## config.mk

```make
export PLATFORM = sky130hd
export DESIGN_NAME = fcvt_int_core
export DESIGN_NICKNAME = d
export VERILOG_FILES = /design/src/rtl/fcvt_pkg.sv /design/src/rtl/fcvt_align.sv /design/src/rtl/fcvt_round.sv /design/src/rtl/fcvt_int_core.sv
export SDC_FILE = /design/constraint.sdc
export NUM_CORES = 1
export LEC_CHECK = 0
export CAP_MARGIN = 20
export CORE_ASPECT_RATIO = 1.2
export CORE_MARGIN = 2
export CORE_UTILIZATION = 35
export CTS_CLUSTER_SIZE = 20
export DETAILED_ROUTE_END_ITERATION = 8
export DONT_BUFFER_PORTS = 1
export HOLD_SLACK_MARGIN = 0.12
export PLACE_DENSITY_LB_ADDON = 0.05
export SETUP_SLACK_MARGIN = 0.4
export SLEW_MARGIN = 20
export SYNTH_ARGS = -nofsm -noshare
export SYNTH_HDL_FRONTEND = slang
export SYNTH_SLANG_ARGS = --single-unit
```

## constraint.sdc

```tcl
create_clock -name clk -period 6.45 [get_ports clk]
set_clock_uncertainty 0.1 [all_clocks]
set_input_delay 1.29 -clock clk [delete_from_list [all_inputs] [get_ports clk]]
set_output_delay 1.29 -clock clk [all_outputs]
set_load 0.005 [all_outputs]
```

## src/rtl/fcvt_pkg.sv

```systemverilog
package fcvt_pkg;

    typedef enum logic [2:0] {
        CLS_ZERO = 3'd0,
        CLS_NUM  = 3'd1,
        CLS_INF  = 3'd2,
        CLS_QNAN = 3'd3,
        CLS_SNAN = 3'd4
    } op_class_e;

    typedef enum logic [1:0] {
        RM_NEAREST = 2'd0,
        RM_ZERO    = 2'd1,
        RM_UP      = 2'd2,
        RM_DOWN    = 2'd3
    } rnd_mode_e;

    typedef enum logic [1:0] {
        S_IDLE  = 2'd0,
        S_ALIGN = 2'd1,
        S_ROUND = 2'd2,
        S_EMIT  = 2'd3
    } fsm_state_e;

endpackage

```

## src/rtl/fcvt_align.sv

```systemverilog
// Aligns the mantissa so the integer part lands in the low INT_W bits and
// extracts the guard bit and the OR of everything below it.
module fcvt_align #(
    parameter int INT_W  = 32,
    parameter int MANT_W = 64,
    parameter int EXP_W  = 12
) (
    input  logic signed [EXP_W-1:0]  exp_i,
    input  logic        [MANT_W-1:0] mant_i,
    input  logic                     sticky_i,
    output logic                     too_big_o,
    output logic        [INT_W-1:0]  int_o,
    output logic                     guard_o,
    output logic                     rest_o
);
    // binary point of the extended word sits at bit 2*MANT_W
    localparam int EXT_W = 2 * MANT_W + INT_W;
    localparam int T_MAX = MANT_W + INT_W;
    localparam int T_W   = $clog2(T_MAX + 1);

    logic [T_W-1:0]   shift_amt;
    logic [EXT_W-1:0] ext;
    int               t_raw;

    always_comb begin
        too_big_o = (int'(exp_i) >= INT_W);
        t_raw     = INT_W - 1 - int'(exp_i);
        if (t_raw < 0)
            shift_amt = '0;
        else if (t_raw > T_MAX)
            shift_amt = T_W'(T_MAX);    // deeper shifts only move bits into rest
        else
            shift_amt = T_W'(t_raw);
        ext     = {mant_i, {(MANT_W + INT_W){1'b0}}} >> shift_amt;
        int_o   = ext[EXT_W-1 -: INT_W];
        guard_o = ext[2*MANT_W-1];
        rest_o  = (|ext[2*MANT_W-2:0]) | sticky_i;
    end

endmodule

```

## src/rtl/fcvt_round.sv

```systemverilog
// Rounds the aligned magnitude, checks the signed range and builds the
// result and status for every operand class.
module fcvt_round
    import fcvt_pkg::*;
#(
    parameter int INT_W = 32
) (
    input  op_class_e              cls_i,
    input  logic                   sign_i,
    input  rnd_mode_e              mode_i,
    input  logic                   too_big_i,
    input  logic      [INT_W-1:0]  int_i,
    input  logic                   guard_i,
    input  logic                   rest_i,
    output logic      [INT_W-1:0]  res_o,
    output logic                   inexact_o,
    output logic                   rounded_o,
    output logic                   inv_conv_o,
    output logic                   inv_snan_o
);
    logic             lost;
    logic             bump;
    logic [INT_W:0]   mag;
    logic [INT_W:0]   limit;
    logic             over;
    logic [INT_W-1:0] sat_pos;
    logic [INT_W-1:0] sat_neg;

    always_comb begin
        lost = guard_i | rest_i;
        case (mode_i)
            RM_NEAREST: bump = guard_i & (rest_i | int_i[0]);
            RM_ZERO:    bump = 1'b0;
            RM_UP:      bump = lost & ~sign_i;
            RM_DOWN:    bump = lost & sign_i;
            default:    bump = 1'b0;
        endcase
        mag     = {1'b0, int_i} + {{INT_W{1'b0}}, bump};
        limit   = {2'b01, {(INT_W-1){1'b0}}} + {{INT_W{1'b0}}, sign_i};
        over    = too_big_i || (mag >= limit);
        sat_pos = {1'b0, {(INT_W-1){1'b1}}};
        sat_neg = {1'b1, {(INT_W-1){1'b0}}};

        res_o      = '0;
        inexact_o  = 1'b0;
        rounded_o  = 1'b0;
        inv_conv_o = 1'b0;
        inv_snan_o = 1'b0;
        case (cls_i)
            CLS_NUM: begin
                if (over) begin
                    res_o      = sign_i ? sat_neg : sat_pos;
                    inv_conv_o = 1'b1;
                end else begin
                    res_o     = sign_i ? (~mag[INT_W-1:0] + INT_W'(1)) : mag[INT_W-1:0];
                    inexact_o = lost;
                    rounded_o = bump;
                end
            end
            CLS_INF: begin
                res_o      = sign_i ? sat_neg : sat_pos;
                inv_conv_o = 1'b1;
            end
            CLS_QNAN: begin
                res_o      = sat_neg;
                inv_conv_o = 1'b1;
            end
            CLS_SNAN: begin
                res_o      = sat_neg;
                inv_conv_o = 1'b1;
                inv_snan_o = 1'b1;
            end
            default: res_o = '0;
        endcase
    end

endmodule

```

## src/rtl/fcvt_int_core.sv

```systemverilog
module fcvt_int_core
    import fcvt_pkg::*;
#(
    parameter int INT_W  = 32,
    parameter int MANT_W = 64,
    parameter int EXP_W  = 12
) (
    input  logic                     clk,
    input  logic                     rst_n,
    input  logic                     in_valid,
    input  logic        [2:0]        op_class,
    input  logic                     op_sign,
    input  logic signed [EXP_W-1:0]  op_exp,
    input  logic        [MANT_W-1:0] op_mant,
    input  logic                     op_sticky,
    input  logic        [1:0]        rnd_mode,
    input  logic                     force_rz,
    output logic                     res_valid,
    output logic        [63:0]       res_data,
    output logic                     st_inexact,
    output logic                     st_frac_inexact,
    output logic                     st_frac_rounded,
    output logic                     st_invalid_conv,
    output logic                     st_invalid_snan
);
    if (!(INT_W == 32 || INT_W == 64)) begin : g_bad_width
        $error("fcvt_int_core: INT_W must be 32 or 64");
    end

    fsm_state_e state, state_nxt;

    // operand capture (S_IDLE)
    op_class_e               a_cls;
    logic                    a_sign;
    logic signed [EXP_W-1:0] a_exp;
    logic [MANT_W-1:0]       a_mant;
    logic                    a_sticky;
    rnd_mode_e               a_mode;

    // aligned operand (S_ALIGN)
    op_class_e               b_cls;
    logic                    b_sign;
    rnd_mode_e               b_mode;
    logic                    b_too_big;
    logic [INT_W-1:0]        b_int;
    logic                    b_guard;
    logic                    b_rest;

    logic                    al_too_big;
    logic [INT_W-1:0]        al_int;
    logic                    al_guard;
    logic                    al_rest;

    logic [INT_W-1:0]        rd_res;
    logic                    rd_inexact;
    logic                    rd_rounded;
    logic                    rd_inv_conv;
    logic                    rd_inv_snan;
    logic [63:0]             rd_wide;

    fcvt_align #(.INT_W(INT_W), .MANT_W(MANT_W), .EXP_W(EXP_W)) u_align (
        .exp_i     (a_exp),
        .mant_i    (a_mant),
        .sticky_i  (a_sticky),
        .too_big_o (al_too_big),
        .int_o     (al_int),
        .guard_o   (al_guard),
        .rest_o    (al_rest)
    );

    fcvt_round #(.INT_W(INT_W)) u_round (
        .cls_i      (b_cls),
        .sign_i     (b_sign),
        .mode_i     (b_mode),
        .too_big_i  (b_too_big),
        .int_i      (b_int),
        .guard_i    (b_guard),
        .rest_i     (b_rest),
        .res_o      (rd_res),
        .inexact_o  (rd_inexact),
        .rounded_o  (rd_rounded),
        .inv_conv_o (rd_inv_conv),
        .inv_snan_o (rd_inv_snan)
    );

    always_comb begin
        rd_wide            = '0;
        rd_wide[INT_W-1:0] = rd_res;
    end

    // state register
    always_ff @(posedge clk) begin
        if (!rst_n) state <= S_IDLE;
        else        state <= state_nxt;
    end

    always_comb begin
        state_nxt = state;
        unique case (state)
            S_IDLE:  if (in_valid) state_nxt = S_ALIGN;
            S_ALIGN: state_nxt = S_ROUND;
            S_ROUND: state_nxt = S_EMIT;
            S_EMIT:  state_nxt = S_IDLE;
        endcase
    end

    assign res_valid = (state == S_EMIT);

    // datapath and output registers
    always_ff @(posedge clk) begin
        if (!rst_n) begin
            a_cls           <= CLS_ZERO;
            a_sign          <= 1'b0;
            a_exp           <= '0;
            a_mant          <= '0;
            a_sticky        <= 1'b0;
            a_mode          <= RM_NEAREST;
            b_cls           <= CLS_ZERO;
            b_sign          <= 1'b0;
            b_mode          <= RM_NEAREST;
            b_too_big       <= 1'b0;
            b_int           <= '0;
            b_guard         <= 1'b0;
            b_rest          <= 1'b0;
            res_data        <= '0;
            st_inexact      <= 1'b0;
            st_frac_inexact <= 1'b0;
            st_frac_rounded <= 1'b0;
            st_invalid_conv <= 1'b0;
            st_invalid_snan <= 1'b0;
        end else begin
            unique case (state)
                S_IDLE: if (in_valid) begin
                    a_cls    <= op_class_e'(op_class);
                    a_sign   <= op_sign;
                    a_exp    <= op_exp;
                    a_mant   <= op_mant;
                    a_sticky <= op_sticky;
                    a_mode   <= force_rz ? RM_ZERO : rnd_mode_e'(rnd_mode);
                end
                S_ALIGN: begin
                    b_cls     <= a_cls;
                    b_sign    <= a_sign;
                    b_mode    <= a_mode;
                    b_too_big <= al_too_big;
                    b_int     <= al_int;
                    b_guard   <= al_guard;
                    b_rest    <= al_rest;
                end
                S_ROUND: begin
                    res_data        <= rd_wide;
                    st_inexact      <= rd_inexact;
                    st_frac_inexact <= rd_inexact;
                    st_frac_rounded <= rd_rounded;
                    st_invalid_conv <= rd_inv_conv;
                    st_invalid_snan <= rd_inv_snan;
                end
                S_EMIT: ;
            endcase
        end
    end

    // accepted request yields a result three edges later
    p_latency_r1: assert property (@(posedge clk) disable iff (!rst_n)
        (state == S_IDLE && in_valid) |-> ##3 res_valid);

    // result strobe lasts one cycle
    p_single_pulse_r1: assert property (@(posedge clk) disable iff (!rst_n)
        res_valid |=> !res_valid);

    // invalid hides inexact and rounded
    p_invalid_masks_r8: assert property (@(posedge clk) disable iff (!rst_n)
        (res_valid && st_invalid_conv) |-> (!st_inexact && !st_frac_inexact && !st_frac_rounded));

    // saturated values are one of the two limits
    p_sat_limit_r8: assert property (@(posedge clk) disable iff (!rst_n)
        (res_valid && st_invalid_conv) |->
            ((res_data[INT_W-2:0] == '0 && res_data[INT_W-1]) ||
             (&res_data[INT_W-2:0] && !res_data[INT_W-1])));

    // signalling NaN is invalid and negative-saturated
    p_snan_negative_r9: assert property (@(posedge clk) disable iff (!rst_n)
        (res_valid && st_invalid_snan) |-> (st_invalid_conv && res_data[INT_W-1]));

    // rounding up implies inexact
    p_rounded_inexact_r10: assert property (@(posedge clk) disable iff (!rst_n)
        (res_valid && st_frac_rounded) |-> (st_inexact && st_frac_inexact));

    // bits above the integer width stay zero
    p_zero_extend_r10: assert property (@(posedge clk) disable iff (!rst_n)
        res_valid |-> ((res_data >> INT_W) == 64'd0));

endmodule

```

**Yosys cells after proc, flatten, opt, wreduce, memory -nomap -nowiden**

Index checks and enable logic that the tools add are counted.

- Register bits after elaboration: 162
- Latch bits: 0
- Memory bits (writable): 0
- ROM bits: 0
- Input bits: 87
- Output and inout bits: 70
- Word-level logic and storage cells: 71
- Memories: 0

- Add/subtract/negate cells: 4
- $mul: 0
- Div/mod/pow operators: 0
- Order comparisons: 4
- Equal/unequal tests: 11
- Shifts and indexed selects: 1
- Muxes and demuxes: 17
- Bitwise operators: 8
- Reduce and logical (&&, ||, !) cells: 7

Operator list:

| cell | count |
|---|---|
| $shr 160x7->160 | 1 |
| $reduce_or 127->1 | 1 |
| $mux 32 | 3 |
| $pmux 32 s3 | 1 |
| $add 32x1->33 | 1 |
| $add 32x1->33 const A | 1 |
| $ge 33x33->1 | 1 |
| $add 32x1->32 const B | 1 |
| $gt 32x8->1 const B | 1 |
| $lt 32x1->1 const B | 1 |
| $not 32->32 | 1 |
| $mux 7 | 2 |
| $sub 6x12->13 const A | 1 |
| $ge 12x7->1 const B | 1 |
| $eq 2x2->1 const B | 4 |
| $pmux 2 s4 | 1 |
| $eq 3x2->1 const B | 2 |
| $mux 1 | 6 |
| $eq 2x1->1 const B | 2 |
| $logic_not 2->1 | 2 |
| $mux 2 | 2 |
| $pmux 1 s4 | 1 |
| $and 1x1->1 | 3 |
| $eq 3x1->1 const B | 1 |
| other kinds (9) | 11 |

**Longest topological paths before layout**

Gate-level depths: netlist of run 1.

- Word-level depth: 9
- Depth in mapped cells: 20
- Gate-level depth less buffers: 18

**Modules after synthesis**

A second synthesis of run 1 with hierarchy kept.

- Cells, all modules: 2023
- Area, all modules: 14806.7 um^2

By module, submodules not included:

| module | times used | cells an instance | area each (um^2) | seq. area each (um^2) |
|---|---|---|---|---|
| fcvt_int_core | 1 | 658 | 6526.3 | 3243.1 |
| fcvt_align | 1 | 946 | 5612.9 | 0.0 |
| fcvt_round | 1 | 419 | 2667.6 | 0.0 |

**Worst setup path before layout of run 1**

OpenSTA, ideal clock, no wires.

- Kind: register to register
- From: register b_sign
- To: register res_data[26]
- Arrival time: 4.596 ns
- Data required time: 6.231 ns
- Path slack: 1.634 ns
- Cell stages (with the launch flop): 20
- Buffers on the path: 4
- Clock period less this slack: 4.816 ns
- Path through: dfxtp_1 clkbuf_1 inv_1 a221oi_1 ha_1 ha_1 clkbuf_1 and2_0 nand2_1 nor4_1 xnor2_1 nand3_1 a21oi_1 nand4_1 a21oi_1 clkbuf_1 buf_1 nor2_1 a31oi_1 a21oi_1

- Word-level cells in the longest chain between the ends: 9
- Elaborated cells between the ends (all ways): 14
- Those cells by class: add/sub: 3; order compare: 1; mux: 5; bitwise: 4; reduce/logical: 1

Ends and longest elaborated chain:

| item | RTL line | source |
|---|---|---|
| start: declaration | fcvt_int_core.sv:42 | `logic b_sign;` |
| start signal: assignment | fcvt_int_core.sv:143 | `b_sign <= a_sign;` |
| $not 1->1 | fcvt_round.sv:34 | `RM_UP: bump = lost & ~sign_i;` |
| $and 1x1->1 | fcvt_round.sv:34 |  |
| $pmux 1 s4 | fcvt_round.sv:31 | `case (mode_i)` |
| $add 32x1->33 | fcvt_round.sv:38 | `mag = {1'b0, int_i} + {{INT_W{1'b0}}, bump};` |
| $not 32->32 | fcvt_round.sv:55 | `res_o = sign_i ? (~mag[INT_W-1:0] + INT_W'(1)) : mag[INT_W-1:0];` |
| $add 32x1->32 | fcvt_round.sv:55 |  |
| $mux 32 | fcvt_round.sv:55 |  |
| $mux 32 | fcvt_round.sv:51 | `if (over) begin` |
| $pmux 32 s3 * | fcvt_round.sv:49 | `case (cls_i)` |
| end signal: assignment | fcvt_int_core.sv:151 | `res_data <= rd_wide;` |
| end: declaration | fcvt_int_core.sv:19 | `output logic [63:0] res_data,` |

Mark *: on every way between the ends. The rest lies on a longest branch, timed or not.
A chain may end at the register's enable or synchronous reset.

**Worst setup path after layout of run 1**

- From: register a_exp[5]
- To: register b_rest

- Word-level cells in the longest chain between the ends: 7
- Elaborated cells between the ends (all ways): 8
- Those cells by class: add/sub: 1; order compare: 2; shift: 1; mux: 2; bitwise: 1; reduce/logical: 1

Ends and longest elaborated chain:

| item | RTL line | source |
|---|---|---|
| start: declaration | fcvt_int_core.sv:35 | `logic signed [EXP_W-1:0] a_exp;` |
| start signal: assignment | fcvt_int_core.sv:136 | `a_exp <= op_exp;` |
| $sub 6x12->13 * | fcvt_align.sv:27 | `t_raw = INT_W - 1 - int'(exp_i);` |
| $gt 32x8->1 | fcvt_align.sv:30 | `else if (t_raw > T_MAX)` |
| $mux 7 | fcvt_align.sv:30 |  |
| $mux 7 * | fcvt_align.sv:28 | `if (t_raw < 0)` |
| $shr 160x7->160 * | fcvt_align.sv:34 | `ext = {mant_i, {(MANT_W + INT_W){1'b0}}} >> shift_amt;` |
| $reduce_or 127->1 * | fcvt_align.sv:37 | `rest_o = (\|ext[2*MANT_W-2:0]) \| sticky_i;` |
| $or 1x1->1 * | fcvt_align.sv:37 |  |
| end signal: assignment | fcvt_int_core.sv:148 | `b_rest <= al_rest;` |
| end: declaration | fcvt_int_core.sv:47 | `logic b_rest;` |

Marked as above.

==> results.toml, run 1 <==
[global_route]
grt_overflow = 0
grt_pass1_vias = 16000
grt_pass1_wl_mm = 103
grtUsageTotal = 0.313
antenna_found_initial = 2
grt_max_degree = 161

[power]
p_switching_w = 0.00403
pwr-share-seq = 0.189
intPower_w = 0.00308
clkPwrFrac = 0.145
p_sw_frac = 0.567
p_per_area_mw_per_mm2 = 449
comb_power_share = 0.665
peakVddDrop_uv = 242
p_leak_nw = 5.50

[detailed_routing]
ant_nets = 0
vias = 16300
post_drt_wl_per_cell_um = 27.1
drtIter0Drc = 1214
totalWireLength_mm = 69.7
drtPass1Iterations = 6
drc = 0
drt-vias-per-instance = 6.33

[logic_synthesis]
synth_top_area_frac = 0.219
synth.yosys.seq_area_share = 0.219
synth-async-reset-ratio = 0
ys_seq_elements = 162
synthCells = 2111
ys_top_cells_by_count = "nand2_1, dfxtp_1, a21oi_1, clkbuf_1, nor2_1"
yosysUniqueCellTypes = 102
yosysTopAreaCell = "dfxtp_1"
synth_edf_count = 0
synth-main-ff-cell = "dfxtp_1"
synthTopCellsByArea = "dfxtp_1, nand2_1, a21oi_1, a21boi_0, clkbuf_1"
syn_avg_cell_area_um2 = 7.03
synth_warnings = 0
synth_most_common_cell = "nand2_1"
synthesis.area_mm2 = 0.0148

[clock_tree]
clkLatencyLatePin_ns = 0.49
h-tree-depth = 4
cts.path.max_buffers = 2
clk_pin_slew_ns = 0.07
cts_hold_buf = 0
root_buffer = "clkbuf_16"
cts_sinks = 162
cts_made_buffers = 17
cts_tree = "done"

[floorplanning]
start_util = 0.355
rows = 82
dieArea_mm2 = 0.0441
num_io_pins = 157
dieHeight_um = 230
die_x_um = 192
core_mm2 = 0.0418

[cells_and_area]
fillers = 4483
stdcell_area_mm2 = 0.0158
drive_above_1_share = 0.0812
syn2layout_area_growth_pct = 6.59
antenna_cells = 0
nNetsFinal = 2105

[job]
maxCapViolations = 0

[worst_setup_path]
start_kind = "register"
setup.worst_path.end_class = "register"
critPathKind = "register to register"
cp.required_ns = 6.70
r2r_start = "a_exp[5]"
crit_start = "a_exp[5]"
crit_chain = "inv_1, ha_1, a21bo_2, a21oi_1, nor4_4, nand2_2, buf_4, a221o_1, o32a_1, a2111oi_2, a31oi_1, nor4_2, o211ai_1, a2111oi_2, a31oi_1"
cp_slowest_cell = "a2111oi_2"
arrival_ns = 6.01
cp_max_fo = 22
cp_slowest_stage_delay_ns = 0.60

[timing]
setup-violations-final = 0
fin_hold_ws_ns = 0.367
slew_viol_final = 0
hold_viol = 0
tightest_slew_ns = 0.955
maxSlewHeadroom = 0.363
rsz0062_at_grt = "false"
timing.final.crit_share = 0.894
fmax_mhz = 174
period_needed_ns = 5.76
tns_ns = 0

[worst_hold_path]
hp-class = "register to register"
hp-start = "a_sign"

[place]
routabilityCongestion = 1.00
placed_cell_area_mm2 = 0.0152
place_hpwl_mm = 52.4
io_buffer_count = 0

[status]
status = "complete, no violations"
-- layer usage --
metal	vias to the layer above	routed length (um)	GRT usage
li1	7542	-	-
met4	2	4780	0.206
met2	658	36300	0.579
met5	-	13	0
met3	223	3100	0.0415
met1	7828	25400	0.327
-- flip-flops by register name (all words and copies together) (netlist names), 2 cells and up --
register / flops
b_cls: 3
b_int: 32
a_exp: 12
state: 2
a_mant: 64
a_mode: 2
a_cls: 3
b_mode: 2
res_data: 32
-- area by class of cell --
class	instances	area [um^2]	share of cell area
Multi-Input combinational cell	1692	10500	0.666
Sequential cell	162	3250	0.205
Tap cell	546	683	0.0432
Timing Repair Buffer	67	528	0.0334
Clock buffer	18	429	0.0271
Inverter	67	251	0.0159
Clock inverter	14	144	0.00910
-- kinds of logic after synthesis --
group | Yosys count | share of synthesized area
and+or+nand+nor | 798 | 0.262
xor gates and xnor gates | 37 | 0.0218
buffers and inverters | 288 | 0.0852
DFF | 162 | 0.219
AOI/OAI and AO/OA | 740 | 0.346
other | 1 | 0.000253
muxes | 74 | 0.0564
adders and majority gates | 11 | 0.00927
-- through the flow --
step | setup slack, ns | std cells | util | power, W
floorplan | 1.63 | 2142 | - | 0.00429
finish | 0.686 | 2566 | 0.379 | 0.00711
global placement | 0.0571 | 2534 | 0.364 | 0.00598
CTS | 0.562 | 2566 | 0.378 | 0.00702
global route | 0.574 | 2566 | 0.379 | 0.00748
detailed placement | 0.407 | 2534 | 0.365 | 0.00596
-- worst paths after layout --
kind,end,slack [ns],depth (start not counted)
worst min register to register,a_sign,0.37,2
worst min-delay path,a_sign,0.37,2
worst max-delay path,b_rest,0.69,15
worst max register to register,b_rest,0.69,15
-- repair_timing --
action / CTS / global route
resized for setup: 1 / 3
buffers inserted: 0 / 0
gates cloned: 0 / 0
setup endpoints to repair: 1 / 1
-- critical path: cells and delay by family, from the launching register on --
| kind | cells | cell delay, ns |
|---|---|---|
| flops | 1 | 0.55 |
| buf+inv | 2 | 0.53 |
| compound gates | 9 | 2.55 |
| fa+ha+maj | 1 | 0.35 |
| simple gates | 3 | 1.55 |
-- power groups by stage --
stage               sequential, W  combinational, W  clock (W)
floorplan                 0.00123           0.00306          0
global placement          0.00137           0.00462          0
detailed placement        0.00137           0.00459          0
CTS                       0.00134           0.00461    0.00106
global route              0.00137           0.00502    0.00109
finish                    0.00135           0.00473    0.00103
-- placed cells by master (no fill, tap or decap), drive strengths merged, types with 10 or more instances in the layout --
cell / instances
and2: 49
mux2: 17
a22oi: 15
or4: 10
xnor2: 30
nor3: 53
a21oi: 146
or3: 12
dfxtp: 162
and3: 21
a221oi: 18
o31ai: 12
nor2b: 53
nand2: 292
o21a: 13
inv: 73
buf: 67
a32oi: 12
nor2: 128
ha: 11
a2111oi: 19
a21o: 10
o211ai: 27
o21ai: 111
nand2b: 26
clkbuf: 18
nand4: 13
a211oi: 34
mux2i: 51
o22ai: 54
nand3: 81
o221ai: 21
a31oi: 39
a21boi: 98
a311oi: 12
conb: 32
nor4: 26
No activity file was read; power rests on OpenSTA's default activity.
==> run 2, diff against run 1 <==
Settings changed: ABC_AREA from default to 1.
==> results.toml, run 2 <==
[place]
routabilityCongestion = 0.898
place_hpwl_mm = 34.5
io_buffer_count = 0
place_inst = 2621

[global_route]
grt_pass1_wl_mm = 72.3
grt_max_degree = 115
grt_pass1_vias = 13400
antenna_found_initial = 0
grt_overflow = 0
grtUsageTotal = 0.230

[worst_setup_path]
critPathKind = "register to register"
cp_slowest_stage_delay_ns = 0.33
critPathMostFrequentCell = "nand2_1"
setup.worst_path.end_class = "register"
arrival_ns = 4.98
cp.required_ns = 6.67
cp_slowest_cell = "dfxtp_1"
start_kind = "register"
cp_max_fo = 32

[job]
maxCapViolations = 0

[cells_and_area]
seq_area_mm2 = 0.00324
reg_top3 = "a_mant x64, b_int x32, res_data x32"
stdcell_count = 2653
drive_above_1_share = 0.0486
top_register = "a_mant"
final_common_cell = "nand2_1"
antenna_cells = 0
fillers = 4243
nNetsFinal = 2264
utilization = 0.374
syn2layout_area_growth_pct = 5.51
final_cell_mix = "nand2_1, nand3_1, nor2_1"
multi_input_area_mm2 = 0.00870
largest_reg_flops = 64

[logic_synthesis]
yosysUniqueCellTypes = 42
syn_avg_cell_area_um2 = 5.76
yosysTopAreaCell = "dfxtp_1"
synthTopCellsByArea = "dfxtp_1, nand2_1, nand3_1, nor2_1, a21oi_1"
ys_seq_elements = 162
synthesis.area_mm2 = 0.0130
synth-main-ff-cell = "dfxtp_1"
synth.yosys.seq_area_share = 0.249
synthCells = 2264
synth_most_common_cell = "nand2_1"
synth-async-reset-ratio = 0
synth_edf_count = 0
ys_top_cells_by_count = "nand2_1, nand3_1, nor2_1, dfxtp_1, a21oi_1"
synth_top_area_frac = 0.249
synth_warnings = 0

[clock_tree]
cts_made_buffers = 17
h-tree-depth = 4
cts_hold_buf = 0
cts_resized = 0
clkLatencyLatePin_ns = 0.46
cts_setup_buffers = 0
cts_sinks = 162
root_buffer = "clkbuf_16"
cts.path.max_buffers = 2
cts_tree = "done"
clk_pin_slew_ns = 0.08

[detailed_routing]
drtPass1Iterations = 5
drtIter0Drc = 1073
post_drt_wl_per_cell_um = 17.0
drt-vias-per-instance = 5.37
drc = 0
totalWireLength_mm = 45.0
ant_nets = 0
vias = 14300

[worst_hold_path]
hp-class = "register to register"

[power]
p_per_area_mw_per_mm2 = 466
peakVddDrop_uv = 244
p_leak_nw = 5.98

[timing]
rsz0062_at_grt = "false"
tightest_slew_ns = 0.976
setup-violations-final = 0
fin_hold_ws_ns = 0.367
tns_ns = 0
period_needed_ns = 4.76
hold_viol = 0
maxSlewHeadroom = 0.349
fmax_mhz = 210
timing.final.crit_share = 0.737
slew_viol_final = 0

[floorplanning]
rows = 77
num_io_pins = 157
die_x_um = 180
dieHeight_um = 216
dieArea_mm2 = 0.0388
start_util = 0.355
core_mm2 = 0.0368

[status]
status = "complete, no violations"
[run 2: cell count changes in the layout (fill, tap and decap cells not counted), moves of 53 or more]
cell	before	now
a21boi_0	97	0
nand2_1	290	644
nand3_1	81	400
nand4_1	13	86
nor2_1	126	252
nor2b_1	53	0
o22ai_1	53	0
[run 2: final cells by class]
class	count	area share
Multi-Input combinational cell	1846	0.632
Sequential cell	162	0.236
Tap cell	474	0.0431
Clock buffer	17	0.0309
Inverter	113	0.0308
Timing Repair Buffer	26	0.0142
Clock inverter	15	0.0134
[run 2: critical path, delay by kind of cell, from the launching register on]
family / cells / cell delay, ns
AND/OR/NAND/NOR: 17 / 2.40
buffers and inverters: 3 / 0.56
flip-flops: 1 / 0.33
adder cells (fa/ha/maj): 2 / 0.58
XOR/XNOR: 1 / 0.24
AO/OA/AOI/OAI: 3 / 0.35
[run 2: logic make-up (layout without fill, tap and decap cells)]
logic type                 Yosys count  after routing  synth area share
AOI/OAI and AO/OA                  282            282             0.110
xor gates and xnor gates            54             54            0.0368
adders and majority gates           11             11            0.0105
buffers and inverters              287            171            0.0968
DFF                                162            162             0.249
other                                1             32          0.000287
and+or+nand+nor                   1467           1467             0.497
[run 2: path summary, 6_finish.rpt]
kind              depth (start not counted)  slack [ns]      start          end
setup / recovery                         26        1.69     b_sign  res_data[0]
hold / removal                            2        0.37  b_int[16]    b_int[16]
setup reg to reg                         26        1.69     b_sign  res_data[0]
hold reg to reg                           2        0.37  b_int[16]    b_int[16]
[run 2: metal layers]
metal / part of all wire / GRT usage / routed length (um)
met4: 0.024 / 0.0774 / 1080
met5: 0 / 0 / 0
met2: 0.49 / 0.402 / 22200
met3: 0.036 / 0.0267 / 1610
met1: 0.45 / 0.292 / 20200
[run 2: metrics by stage]
step | setup slack, ns | area (um^2) | total power (W)
after floorplan | 2.64 | 13200 | 0.00437
after global placement | 1.73 | 13200 | 0.00535
after detailed placement | 1.69 | 13200 | 0.00535
after CTS | 1.68 | 13800 | 0.00643
after global routing | 1.22 | 13800 | 0.00704
final | 1.69 | 13800 | 0.00641
[run 2: report_power, final]
part	switching (W)	internal, W	leakage (nW)
registers	0.000206	0.00122	1.33
logic	0.00276	0.00116	4.36
clock network	0.000507	0.000556	0.292
total	0.00347	0.00294	5.98
